$ cat src/rtl/pci_tgt_pkg.sv
package pci_tgt_pkg;

    localparam int DATA_W = 32;
    localparam int LANES  = DATA_W / 8;

    typedef enum logic [1:0] {
        SP_NONE = 2'd0,
        SP_MEM  = 2'd1,
        SP_IO   = 2'd2
    } space_e;

    // True when a and b agree in every bit at or above position win.
    function automatic logic window_hit(logic [DATA_W-1:0] a,
                                        logic [DATA_W-1:0] b,
                                        int win);
        logic [DATA_W-1:0] diff;
        diff = (a ^ b) >> win;
        return diff == '0;
    endfunction

    // Lane-wise merge of a new word into an old one under byte enables.
    function automatic logic [DATA_W-1:0] merge_lanes(logic [DATA_W-1:0] old_w,
                                                      logic [DATA_W-1:0] new_w,
                                                      logic [LANES-1:0]  lane_en);
        logic [DATA_W-1:0] r;
        for (int k = 0; k < LANES; k++) begin
            r[8*k +: 8] = lane_en[k] ? new_w[8*k +: 8] : old_w[8*k +: 8];
        end
        return r;
    endfunction

endpackage

$ cat src/rtl/pci_tgt_decode.sv
module pci_tgt_decode
    import pci_tgt_pkg::*;
#(
    parameter int MEM_WIN = 16,
    parameter int IO_WIN  = 8
) (
    input  logic [DATA_W-1:0] addr,
    input  logic              is_io,
    input  logic [DATA_W-1:0] mem_base,
    input  logic [DATA_W-1:0] io_base,
    input  logic              mem_en,
    input  logic              io_en,
    output space_e            hit
);

    logic mem_match;
    logic io_match;

    always_comb begin
        mem_match = window_hit(addr, mem_base, MEM_WIN);
        io_match  = window_hit(addr, io_base, IO_WIN);
        hit       = SP_NONE;
        if (is_io) begin
            if (io_en && io_match) hit = SP_IO;
        end else begin
            if (mem_en && mem_match) hit = SP_MEM;
        end
    end

endmodule

$ cat src/rtl/pci_tgt_store.sv
module pci_tgt_store
    import pci_tgt_pkg::*;
#(
    parameter int DEPTH_LG = 6
) (
    input  logic                clk,
    input  logic                rst,
    input  logic                we,
    input  logic                re,
    input  logic [DEPTH_LG-1:0] idx,
    input  logic [DATA_W-1:0]   wdata,
    input  logic [LANES-1:0]    lane_en,
    output logic [DATA_W-1:0]   rdata
);

    localparam int DEPTH = 1 << DEPTH_LG;

    logic [DATA_W-1:0] words [DEPTH];

    always_ff @(posedge clk) begin
        if (we) begin
            words[idx] <= merge_lanes(words[idx], wdata, lane_en);
        end
    end

    always_ff @(posedge clk) begin
        if (rst) begin
            rdata <= '0;
        end else if (re) begin
            rdata <= words[idx];
        end
    end

endmodule

$ cat src/rtl/pci_tgt_seq.sv
module pci_tgt_seq
    import pci_tgt_pkg::*;
#(
    parameter int MEM_WIN = 16,
    parameter int IO_WIN  = 8,
    parameter int OFF_W   = 14
) (
    input  logic             clk,
    input  logic             rst,
    input  logic             req_valid,
    input  space_e           hit,
    input  logic             req_write,
    input  logic [OFF_W-1:0] req_off,
    input  logic             dat_valid,
    input  logic             frame,
    output logic [1:0]       we_sp,
    output logic [1:0]       re_sp,
    output logic [OFF_W-1:0] off,
    output logic             rd_sel_io,
    output logic             devsel,
    output logic             rvalid,
    output logic             disconnect
);

    typedef struct packed {
        logic             active;
        space_e           space;
        logic             write;
        logic [OFF_W-1:0] off;
    } burst_t;

    burst_t cur;
    logic   phase;
    logic   at_end;
    logic   last;

    always_comb begin
        phase  = cur.active && dat_valid;
        if (cur.space == SP_IO) at_end = &cur.off[IO_WIN-3:0];
        else                    at_end = &cur.off[MEM_WIN-3:0];
        last   = !frame || at_end;
        off    = cur.off;
        we_sp  = 2'b00;
        re_sp  = 2'b00;
        if (phase) begin
            if (cur.space == SP_IO) begin
                we_sp[1] = cur.write;
                re_sp[1] = !cur.write;
            end else begin
                we_sp[0] = cur.write;
                re_sp[0] = !cur.write;
            end
        end
    end

    always_ff @(posedge clk) begin
        if (rst) begin
            cur        <= '{active: 1'b0, space: SP_NONE, write: 1'b0, off: '0};
            rvalid     <= 1'b0;
            disconnect <= 1'b0;
            rd_sel_io  <= 1'b0;
        end else begin
            rvalid     <= phase && !cur.write;
            disconnect <= phase && at_end && frame;
            if (phase && !cur.write) rd_sel_io <= (cur.space == SP_IO);
            if (!cur.active) begin
                if (req_valid && hit != SP_NONE) begin
                    cur.active <= 1'b1;
                    cur.space  <= hit;
                    cur.write  <= req_write;
                    cur.off    <= req_off;
                end
            end else if (phase) begin
                if (last) begin
                    cur.active <= 1'b0;
                    cur.space  <= SP_NONE;
                end else begin
                    cur.off <= cur.off + 1'b1;
                end
            end
        end
    end

    assign devsel = cur.active;

endmodule

$ cat src/rtl/pci_tgt_resp.sv
module pci_tgt_resp
    import pci_tgt_pkg::*;
#(
    parameter int MEM_WIN      = 16,
    parameter int IO_WIN       = 8,
    parameter int MEM_DEPTH_LG = 6,
    parameter int IO_DEPTH_LG  = 6
) (
    input  logic        clk,
    input  logic        rst,
    input  logic        cfg_mem_en,
    input  logic        cfg_io_en,
    input  logic [31:0] mem_base,
    input  logic [31:0] io_base,
    input  logic        req_valid,
    input  logic [31:0] req_addr,
    input  logic        req_io,
    input  logic        req_write,
    input  logic        dat_valid,
    input  logic        frame,
    input  logic [31:0] wdata,
    input  logic [3:0]  be,
    output logic        devsel,
    output logic [31:0] rdata,
    output logic        rvalid,
    output logic        disconnect
);

    localparam int OFF_W = ((MEM_WIN > IO_WIN) ? MEM_WIN : IO_WIN) - 2;

    space_e            hit;
    logic [OFF_W-1:0]  req_off;
    logic [OFF_W-1:0]  off;
    logic [1:0]        we_sp;
    logic [1:0]        re_sp;
    logic              rd_sel_io;
    logic [DATA_W-1:0] sp_rdata [2];

    always_comb begin
        req_off = '0;
        if (req_io) req_off[IO_WIN-3:0]  = req_addr[IO_WIN-1:2];
        else        req_off[MEM_WIN-3:0] = req_addr[MEM_WIN-1:2];
    end

    pci_tgt_decode #(.MEM_WIN(MEM_WIN), .IO_WIN(IO_WIN)) u_decode (
        .addr     (req_addr),
        .is_io    (req_io),
        .mem_base (mem_base),
        .io_base  (io_base),
        .mem_en   (cfg_mem_en),
        .io_en    (cfg_io_en),
        .hit      (hit)
    );

    pci_tgt_seq #(.MEM_WIN(MEM_WIN), .IO_WIN(IO_WIN), .OFF_W(OFF_W)) u_seq (
        .clk        (clk),
        .rst        (rst),
        .req_valid  (req_valid),
        .hit        (hit),
        .req_write  (req_write),
        .req_off    (req_off),
        .dat_valid  (dat_valid),
        .frame      (frame),
        .we_sp      (we_sp),
        .re_sp      (re_sp),
        .off        (off),
        .rd_sel_io  (rd_sel_io),
        .devsel     (devsel),
        .rvalid     (rvalid),
        .disconnect (disconnect)
    );

    for (genvar g = 0; g < 2; g++) begin : g_space
        localparam int DL = (g == 0) ? MEM_DEPTH_LG : IO_DEPTH_LG;
        pci_tgt_store #(.DEPTH_LG(DL)) u_store (
            .clk     (clk),
            .rst     (rst),
            .we      (we_sp[g]),
            .re      (re_sp[g]),
            .idx     (off[DL-1:0]),
            .wdata   (wdata),
            .lane_en (be),
            .rdata   (sp_rdata[g])
        );
    end

    assign rdata = rd_sel_io ? sp_rdata[1] : sp_rdata[0];

endmodule

$ cat config.mk
export PLATFORM = sky130hd
export DESIGN_NAME = pci_tgt_resp
export DESIGN_NICKNAME = d
export VERILOG_FILES = /design/src/rtl/pci_tgt_pkg.sv /design/src/rtl/pci_tgt_decode.sv /design/src/rtl/pci_tgt_store.sv /design/src/rtl/pci_tgt_seq.sv /design/src/rtl/pci_tgt_resp.sv
export SDC_FILE = /design/constraint.sdc
export NUM_CORES = 2
export LEC_CHECK = 0
export ABC_CLOCK_PERIOD_IN_PS = 5900
export BUFFER_PORTS_ARGS = -buffer_cell sky130_fd_sc_hd__buf_2
export CAP_MARGIN = 20
export CORE_MARGIN = 2
export CORE_UTILIZATION = 35
export DETAILED_ROUTE_END_ITERATION = 12
export SLEW_MARGIN = 20
export SYNTH_ARGS = -nofsm -noshare
export SYNTH_HDL_FRONTEND = slang
export SYNTH_SLANG_ARGS = --single-unit
$ cat constraint.sdc
create_clock -name clk -period 5.9 [get_ports clk]
set_clock_uncertainty 0.05 [all_clocks]
set_input_delay 0.59 -clock clk [delete_from_list [all_inputs] [get_ports clk]]
set_output_delay 0.59 -clock clk [all_outputs]
set_load 0.02 [all_outputs]
==> results.md <==
- Status: finished clean
- Maximum clock insertion buffer count: 4
- Routed WL: 445,700 µm
- Fin crit share: 0.8124
- Final layout net count: 8,393
- Startpoint class of the critical path: flip-flop
- Synth Warn #: 0
- P&R area growth vs syn: 15.04%
- Worst slew pin tran: 1.215 ns
- Design Area, Final: 186,400 µm²
- Max_cap viols: 0
- Number of global-route vias before repair: 81,480
- Register area: 124,800 µm²
- Setup crit end kind: flip-flop
- Synth Flop Type: edfxtp_1
- Starting DRT DRC Count: 10,270
- Slew Viols, Final: 0
- CTS buffer count: 422
- Final setup fails: 0
- Yosys cell types: 48
- Layout cells sized above 1: 0.2605
- Max transition margin: 0.1878
- Root Driver: clkbuf_16
- Initial Utilization: 0.3519
- DRC violations left: 0
- Post-synthesis sequential area ratio: 0.7704
- Period minus WS final: 4.793 ns
- Critical path fanouts, max: 50
- Post-Syn Nets: 7,923
- Mapped Cells: 7,781
- Worst skew pair latency: 1.02 ns
- DPL Wire Length: 258,600 µm
- EDFF count, synth: 4,096
- Chip height: 684.4 µm
- Cts repair resizes: 0
- WL/cell: 30.16 µm
- Hold_buf cts: 12
- Fin. Hold Viols: 0
- Worst min path class: in -> reg
- Multi-input logic area: 36,430 µm²
- Synthesized flop and latch total: 4,187
- Postcts setup bufs: 0
- Clock Pin Slew Worst Setup and Hold Paths: 0.06 ns
- Drt pass-1 iters: 5
- Max VDD drop: 0.2534 mV
- Largest net degree at the start of global routing: 128
- First-pass GRT wire length: 621,000 µm
- Pwr per Cell Area: 317.4 nW/µm²
- Achievable Freq: 208.6 MHz
- Crit path kind: reg -> reg
- LEAKAGE: 0.05604 µW
- Cells taking the most area after synthesis: edfxtp_1 76%, mux4_2 12%, mux2i_1 2.8%, a22oi_1 1.5%, dfxtp_1 1.1%
- Async set or reset register ratio after synthesis: 0
- Layout Cells excl Fill: 14,780
- Via count: 81,930
- Row count: 249
- Dpl cells: 13,960
- IO Pins: 176
- H-tree depth: 5
- Floorplan Core Area: 460,500 µm²
- RSZ-0062 raised after global routing: no
- Area leader, netlist: edfxtp_1
- WP data arrival: 5.43 ns
- Synthesized area per cell: 20.82 µm²
- Initial antenna violation count: 38
- Min Hold Slack: 0.1157 ns
- # clock sinks: 4,187
- Die Wd: 684.4 µm
- Die ar.: 468,400 µm²
- Vias/cell: 5.545
- Fill cells: 40,510
- GP Congestion: 0.8058
- Synth Cell Area: 162,000 µm²
- Synth top area share: 0.7591
- Post-DP Area: 172,900 µm²
- CP required: 6.54 ns
- Routed Antenna Nets: 0
- CTS tree: yes
- Post-route setup TNS: 0 ns
- Tot GR Track Use: 0.1850
- IO Port Bufs: 149
- Total grt overflow: 0
[registers in the layout (all words and copies together), names as in the netlist, named ones only]
register / cells
g_space.u_store.rdata: 64
g_space.u_store.words: 4096
u_seq.cur: 3
u_seq.devsel: 1
u_seq.disconnect: 1
u_seq.off: 14
u_seq.rd_sel_io: 1
u_seq.rvalid: 1
[per-layer routing]
layer	track usage	vias up	part of all wire
li1	-	33480	-
met1	0.2461	44070	0.39
met2	0.2973	3689	0.48
met3	0.03615	686	0.083
met4	0.07854	8	0.047
met5	0	-	0.00013
[power by group]
group	switching [µW]	internal [µW]	total [µW]
logic	640	124	763
clock network	11200	14500	25800
registers	0.00808	32600	32600
[area by class of cell]
cell class / count / area share
antenna: 26 / 0.0003491
clock buffer: 544 / 0.06000
clock inverter: 231 / 0.01087
inverter: 10 / 0.0002282
multi-input combinational: 3108 / 0.1955
sequential: 4187 / 0.6698
tap: 6149 / 0.04128
timing repair buffer: 522 / 0.02202
[worst paths after layout]
path,depth (start not counted),from,slack (ns),endpoint
hold / removal,2,rst,0.12,u_seq.cur[14]
hold reg to reg,1,g_space[1].u_store.rdata[10],0.44,g_space[1].u_store.rdata[10]
setup / recovery,10,flip-flop,1.11,g_space[1].u_store.words[38][8]
setup reg to reg,10,flip-flop,1.11,g_space[1].u_store.words[38][8]
[critical path: stages, from the launching register on]
cell and delay (ns):
dfxtp_4 0.77, buf_4 0.62, buf_4 0.71, mux4_2 0.36, a22oi_1 0.09, nand3_1 0.17, o21ai_0 0.10, nand2_1 0.11
o21ai_0 0.15, o21ai_4 0.84, buf_4 0.49
[cells in the final DEF (no fill, tap or decap), types with 25 or more instances in the layout]
cell type / count
edfxtp_1: 4096
mux4_2: 839
mux2i_1: 449
clkbuf_16: 426
a22oi_1: 323
buf_4: 320
nand2_1: 279
buf_2: 149
nor2_4: 130
mux2_2: 111
clkbuf_1: 110
a21oi_1: 103
clkinv_1: 102
o21ai_0: 101
nand2b_1: 93
dfxtp_1: 84
nand3_1: 83
clkinv_2: 67
o22ai_1: 65
a22o_1: 65
or3_1: 58
a31oi_1: 57
xnor2_1: 47
buf_12: 39
nor2_1: 36
and3_1: 34
o21ai_4: 32
a221oi_1: 32
a221o_1: 32
diode_2: 26
bufinv_16: 26
o2111ai_1: 25
[cell usage after synthesis (23+ instances only)]
library cell  number
a21oi_1          105
a221o_1           32
a221oi_1          32
a22o_1            65
a22oi_1          323
a31oi_1           57
and3_1            34
buf_1             23
buf_2            160
buf_4             41
clkbuf_1         231
dfxtp_1           91
edfxtp_1        4096
mux2_2           114
mux2i_1          456
mux4_2           839
nand2_1          281
nand2b_1          95
nand3_1           85
nor2_1           166
o2111ai_1         25
o21ai_0          110
o21ai_1           35
o22ai_1           65
or3_1             59
xnor2_1           47
[through the flow]
stage / power (µW) / setup slack (ns) / util
floorplan: 33600 / 0.6226 / -
global placement: 33980 / 1.045 / 0.3755
detailed placement: 34040 / 1.087 / 0.3756
CTS: 59570 / 1.043 / 0.4045
global route: 60740 / 0.8607 / 0.4047
finish: 59170 / 1.107 / 0.4048
[cell families after synthesis]
group	Yosys count	synth area share
DFF	4187	0.7704
muxes	1409	0.1527
AOI/OAI and AO/OA	869	0.03696
and+or+nand+nor	778	0.02273
buffers and inverters	486	0.01442
xor gates and xnor gates	51	0.002757
adders and majority gates	1	0.00007721
(Power assumes the default switching activity.)
